--- config.mk ---
export PLATFORM = sky130hd
export DESIGN_NAME = bcid_peak_top
export DESIGN_NICKNAME = d
export VERILOG_FILES = /design/src/rtl/bcid_pkg.sv /design/src/rtl/bcid_fir.sv /design/src/rtl/bcid_peak.sv /design/src/rtl/bcid_lut.sv /design/src/rtl/bcid_peak_top.sv
export SDC_FILE = /design/constraint.sdc
export NUM_CORES = 1
export LEC_CHECK = 0
export BUFFER_PORTS_ARGS = -buffer_cell sky130_fd_sc_hd__buf_2
export CAP_MARGIN = 20
export CORE_MARGIN = 5
export CORE_UTILIZATION = 37
export CTS_BUF_LIST = sky130_fd_sc_hd__clkbuf_8
export CTS_CLUSTER_DIAMETER = 60
export DETAILED_ROUTE_END_ITERATION = 10
export GPL_TIMING_DRIVEN = 0
export PLACE_DENSITY = 0.63
export SLEW_MARGIN = 5
export SYNTH_ARGS = -nofsm -noshare
export SYNTH_HDL_FRONTEND = slang
export SYNTH_SLANG_ARGS = --single-unit
--- constraint.sdc ---
create_clock -name clk_i -period 20.6 [get_ports clk_i]
set_input_delay 1.03 -clock clk_i [delete_from_list [all_inputs] [get_ports clk_i]]
set_output_delay 1.03 -clock clk_i [all_outputs]
set_load 0.005 [all_outputs]
--- src/rtl/bcid_pkg.sv ---
package bcid_pkg;
  localparam int unsigned PIPE_LAT = 4;

  function automatic int unsigned acc_width(int unsigned sw, int unsigned cw, int unsigned nt);
    return sw + cw + $clog2(nt);
  endfunction
endpackage

--- src/rtl/bcid_fir.sv ---
module bcid_fir #(
  parameter int SAMPLE_W = 10,
  parameter int COEF_W   = 4,
  parameter int N_TAPS   = 5,
  parameter int SUM_W    = 17,
  parameter int SEL_W    = 3
) (
  input  logic                clk_i,
  input  logic                rst_ni,
  input  logic [SAMPLE_W-1:0] sample_i,
  input  logic                coef_we_i,
  input  logic [SEL_W-1:0]    coef_sel_i,
  input  logic [COEF_W-1:0]   coef_i,
  output logic [SUM_W-1:0]    y_o
);
  logic [SAMPLE_W-1:0] tap_q  [N_TAPS];
  logic [COEF_W-1:0]   coef_q [N_TAPS];
  logic [SUM_W-1:0]    prod   [N_TAPS];
  logic [SUM_W-1:0]    acc;

  always_ff @(posedge clk_i or negedge rst_ni) begin
    if (!rst_ni) begin
      for (int k = 0; k < N_TAPS; k++) begin
        tap_q[k]  <= '0;
        coef_q[k] <= '0;
      end
    end else begin
      tap_q[0] <= sample_i;
      for (int k = 1; k < N_TAPS; k++) tap_q[k] <= tap_q[k-1];
      // out-of-range selects are dropped
      if (coef_we_i && (int'(coef_sel_i) < N_TAPS)) coef_q[coef_sel_i] <= coef_i;
    end
  end

  for (genvar k = 0; k < N_TAPS; k++) begin : g_tap
    assign prod[k] = SUM_W'(tap_q[k]) * SUM_W'(coef_q[k]);
  end

  always_comb begin
    acc = '0;
    for (int k = 0; k < N_TAPS; k++) acc = acc + prod[k];
  end

  always_ff @(posedge clk_i or negedge rst_ni) begin
    if (!rst_ni) y_o <= '0;
    else         y_o <= acc;
  end
endmodule

--- src/rtl/bcid_peak.sv ---
module bcid_peak #(
  parameter int SUM_W   = 17,
  parameter int SHIFT_W = 4,
  parameter int LUT_AW  = 6
) (
  input  logic               clk_i,
  input  logic               rst_ni,
  input  logic [SUM_W-1:0]   y_i,
  input  logic [SUM_W-1:0]   pedestal_i,
  input  logic [SUM_W-1:0]   noise_cut_i,
  input  logic [SHIFT_W-1:0] shift_i,
  output logic               hit_o,
  output logic [LUT_AW-1:0]  idx_o
);
  localparam logic [SUM_W-1:0] IDX_MAX = SUM_W'((1 << LUT_AW) - 1);

  logic [SUM_W-1:0]  y1_q, y2_q;
  logic [SUM_W-1:0]  net, scaled;
  logic              is_peak, above;
  logic [LUT_AW-1:0] idx;

  always_ff @(posedge clk_i or negedge rst_ni) begin
    if (!rst_ni) begin
      y1_q <= '0;
      y2_q <= '0;
    end else begin
      y1_q <= y_i;
      y2_q <= y1_q;
    end
  end

  // y1_q is the centre crossing; ties resolve to the earlier one
  always_comb begin
    is_peak = (y2_q < y1_q) && (y1_q >= y_i);
    net     = (y1_q > pedestal_i) ? (y1_q - pedestal_i) : '0;
    above   = (net >= noise_cut_i);
    scaled  = net >> shift_i;
    idx     = (scaled > IDX_MAX) ? IDX_MAX[LUT_AW-1:0] : scaled[LUT_AW-1:0];
  end

  always_ff @(posedge clk_i or negedge rst_ni) begin
    if (!rst_ni) begin
      hit_o <= 1'b0;
      idx_o <= '0;
    end else begin
      hit_o <= is_peak && above;
      idx_o <= idx;
    end
  end
endmodule

--- src/rtl/bcid_lut.sv ---
module bcid_lut #(
  parameter int LUT_AW = 6,
  parameter int E_W    = 8
) (
  input  logic              clk_i,
  input  logic              rst_ni,
  input  logic              we_i,
  input  logic [LUT_AW-1:0] waddr_i,
  input  logic [E_W-1:0]    wdata_i,
  input  logic              hit_i,
  input  logic [LUT_AW-1:0] idx_i,
  output logic              peak_o,
  output logic [E_W-1:0]    energy_o
);
  localparam int DEPTH = 1 << LUT_AW;

  logic [E_W-1:0] mem_q [DEPTH];

  always_ff @(posedge clk_i or negedge rst_ni) begin
    if (!rst_ni) begin
      for (int a = 0; a < DEPTH; a++) mem_q[a] <= '0;
    end else if (we_i) begin
      mem_q[waddr_i] <= wdata_i;
    end
  end

  always_ff @(posedge clk_i or negedge rst_ni) begin
    if (!rst_ni) begin
      peak_o   <= 1'b0;
      energy_o <= '0;
    end else begin
      peak_o   <= hit_i;
      energy_o <= hit_i ? mem_q[idx_i] : '0;
    end
  end
endmodule

--- src/rtl/bcid_peak_top.sv ---
module bcid_peak_top #(
  parameter int SAMPLE_W = 10,
  parameter int COEF_W   = 4,
  parameter int N_TAPS   = 5,
  parameter int LUT_AW   = 6,
  parameter int E_W      = 8,
  parameter int SHIFT_W  = 4,
  localparam int SUM_W   = int'(bcid_pkg::acc_width(SAMPLE_W, COEF_W, N_TAPS)),
  localparam int SEL_W   = $clog2(N_TAPS)
) (
  input  logic                clk_i,
  input  logic                rst_ni,
  input  logic [SAMPLE_W-1:0] sample_i,
  input  logic                coef_we_i,
  input  logic [SEL_W-1:0]    coef_sel_i,
  input  logic [COEF_W-1:0]   coef_i,
  input  logic                lut_we_i,
  input  logic [LUT_AW-1:0]   lut_addr_i,
  input  logic [E_W-1:0]      lut_data_i,
  input  logic [SUM_W-1:0]    pedestal_i,
  input  logic [SUM_W-1:0]    noise_cut_i,
  input  logic [SHIFT_W-1:0]  shift_i,
  output logic                peak_o,
  output logic [E_W-1:0]      energy_o
);
  logic [SUM_W-1:0]  fir_y;
  logic              hit;
  logic [LUT_AW-1:0] idx;

  bcid_fir #(
    .SAMPLE_W(SAMPLE_W), .COEF_W(COEF_W), .N_TAPS(N_TAPS), .SUM_W(SUM_W), .SEL_W(SEL_W)
  ) u_fir (
    .clk_i, .rst_ni, .sample_i, .coef_we_i, .coef_sel_i, .coef_i, .y_o(fir_y)
  );

  bcid_peak #(
    .SUM_W(SUM_W), .SHIFT_W(SHIFT_W), .LUT_AW(LUT_AW)
  ) u_peak (
    .clk_i, .rst_ni, .y_i(fir_y), .pedestal_i, .noise_cut_i, .shift_i,
    .hit_o(hit), .idx_o(idx)
  );

  bcid_lut #(
    .LUT_AW(LUT_AW), .E_W(E_W)
  ) u_lut (
    .clk_i, .rst_ni, .we_i(lut_we_i), .waddr_i(lut_addr_i), .wdata_i(lut_data_i),
    .hit_i(hit), .idx_i(idx), .peak_o, .energy_o
  );
endmodule

==> impl_metrics.csv <==
group,metric,value,unit
sta,tns,0,ps
sta,finClkSkew,82.56,ps
worst_setup_path,crit_path_start,"u_fir.coef_q[18]",
route,drtAntennaViolNets,0,
worst_setup_path,slowest_stage,"fa_1",
sta,period_share,40.91,%
worst_setup_path,path_class,"register to register",
die,die_x,324.6,um
sta,drv_slew,0,
cts,cts.htree.levels,3,
worst_setup_path,end_kind,"register",
cts,post_cts_buffers,0,
worst_setup_path,cp.arrival,9060,ps
route,vias,22870,
die,die_area,0.1054,sq mm
final_layout,design_area,0.04124,sq mm
worst_setup_path,timing.rr.start,"u_fir.coef_q[18]",
route,top_layer_used,"met5",
worst_setup_path,cp_common_cell,"fa_1",
die,initial_core_util,37.26,%
sta,fmax,118.7,MHz
final_layout,layout-drive-gt1-share,31.93,%
place,dp_hpwl,68150,um
synth,synthFlopType,"dfrtp_1",
final_layout,final_util,41.96,%
grt,grt_usage,17.46,%
route,first_pass_iters,5,
place,io_buffers,69,
sta,rsz0062_at_grt,"false",
synth,async_reset_ff_share,100.0,%
route,vias_per_cell,5.260,
die,die-height,324.6,um
worst_setup_path,max_stage_delay,560,ps
place,gp_congestion,0.8933,
cts,clock_path_buffers,3,
route,wl_met2,43360,um
route,routed_wl,92230,um
sta,hold_viol_final,0,
grt,grt_pass1_vias,24090,
hold_path,min_path_type,"input pin to async pin",
sta,setup_viol,0,
cts,tritoncts,"built",
place,place_area,0.03881,sq mm
synth,ys_seq_area_share,44.35,%
worst_setup_path,reg2reg_depth,32,
sta,fin_crit,8427,ps
grt,overflow,0,
route,wl_met1,40850,um
sta,timing.slew.headroom,26.96,%
flow_run,maxCapViolations,0,
route,route.met3.wl,5837,um
cts,clock_latency,770,ps
place,place_ws,12080,ps
route,wl_per_cell,21.21,um
final_layout,nets,3336,
cts,cts_hold_buf,0,
worst_setup_path,r2r-end,"u_fir.y_o[15]",
synth,yosysWarnings,0,
outcome,status,"finished, final reports clean",
grt,grt_pass1_wl,144500,um
synth,syn-cell-area,0.03662,sq mm
worst_setup_path,required,21230,ps
grt,antenna_found_initial,4,
cts,post_cts_resized,0,
sta,tightest_slew,1096,ps
die,io_pins,82,
cts,clkTransAtPathRegs,60,ps
die,rows,115,
route,drcViolationCount,0,
route,drt_iter0_drc,1334,
worst_setup_path,cp-start-kind,"register",
die,core_area,0.09828,sq mm
synth,synth_cell_types,65,
cts,clock-sinks,649,
synth,avgSynthCellArea,13.19,sq um
synth,postSynthRegisterBits,649,
cts,clockRootBuffer,"clkbuf_8",
cts,cts_made_buffers,108,
grt,grt_max_degree,114,
synth,synth_fp_nets,3141,
worst_setup_path,endpoint,"u_fir.y_o[15]",
final_layout,syn_to_final_growth,12.60,%
synth,synth_edf_count,0,
worst_setup_path,path_max_fanout,10,
worst_setup_path,reg2reg_slack,12170,ps
sta,setup_slack,12170,ps
synth,postSynthCellCount,2776,
==> sequential cells by signal (all words and copies together) (netlist names) <==
register / count
u_peak.hit_o: 1
u_lut.mem_q: 512
u_lut.peak_o: 1
u_peak.y1_q: 17
u_fir.tap_q: 50
u_fir.coef_q: 20
u_peak.y2_q: 17
u_fir.y_o: 17
u_lut.energy_o: 8
u_peak.idx_o: 6
==> critical path: cells and delay by family (launching register included) <==
kind	cells	cell delay [ps]
adder cells (fa/ha/maj)	10	4860
AO/OA/AOI/OAI	9	1560
buffers and inverters	5	530
flip-flops	1	340
AND/OR/NAND/NOR	6	760
XOR/XNOR	2	300
==> cells in the mapped netlist, drive strengths merged, types with 5 or more instances <==
library cell	number	share of area, %
and2	132	2.3
dfrtp	649	44
a31oi	5	0.085
mux4	172	11
or3	8	0.15
clkbuf	123	1.3
ha	130	4.4
mux2i	8	0.22
buf	28	0.30
o22ai	6	0.14
o211ai	8	0.16
o31ai	5	0.10
nand2	160	1.6
a21o	12	0.25
mux2	535	16
fa	162	8.9
o21ai	49	0.69
nand4	8	0.14
a21oi	42	0.57
or2	6	0.10
o41ai	6	0.14
nand3	23	0.31
nor3	21	0.29
nor2	101	1.0
o21a	11	0.23
xor2	13	0.31
inv	238	2.4
a211o	6	0.14
xnor2	20	0.48
and3	8	0.14
a211oi	8	0.16
nand2b	15	0.26
nor2b	16	0.27
==> routing by layer <==
layer,global-route usage (%),up-vias
li1,-,10130
met1,24.36,12030
met2,27.93,575
met3,3.769,139
met4,4.607,4
met5,0,-
==> kinds of logic after synthesis <==
kind of cell / share of synthesized area [%]
buffers and inverters: 4.021
AND/OR/NAND/NOR: 6.922
flip-flops: 44.35
adder cells (fa/ha/maj): 13.30
XOR/XNOR: 0.7892
AO/OA/AOI/OAI: 3.355
multiplexers: 27.27
==> worst min path at each step <==
stage / end / cells after the start
after detailed placement: u_peak.y1_q[12] / 0
after global routing: u_peak.y1_q[8] / 0
final: u_lut.mem_q[86] / 1
after global placement: u_peak.y1_q[15] / 0
after CTS: u_lut.mem_q[65] / 1
after floorplan: u_peak.y1_q[10] / 0
==> cell type report <==
class	count	area [sq um]
Timing Repair Buffer	85	643.1
Sequential cell	649	16240
Clock inverter	56	385.4
Tap cell	1287	1610
Antenna cell	1	2.502
Clock buffer	143	1968
Multi-Input combinational cell	1736	18910
Fill cell	9099	57040
Inverter	240	900.9
Buffer	151	571.8
==> cell usage in the layout (no fill, tap or decap), types with 100 or more instances in the layout <==
master and n:
nand2_1 160, clkbuf_1 123, mux4_2 170, inv_1 269, and2_1 131, ha_1 130, fa_1 162, mux2_2 535
nor2_1 100, dfrtp_1 649, clkbuf_8 143
==> through the flow <==
step / cells / hold slack [ps]
3_5_place_dp: 4143 / 359.0
4_1_cts: 4342 / 325.4
5_1_grt: 4348 / 372.0
6_report: 4348 / 356.7
2_1_floorplan: 2776 / 353.7
3_3_place_gp: 4132 / 358.9
Power is not shown: default switching activity piles up to over one toggle a cycle in this logic, so the estimate is an artifact.
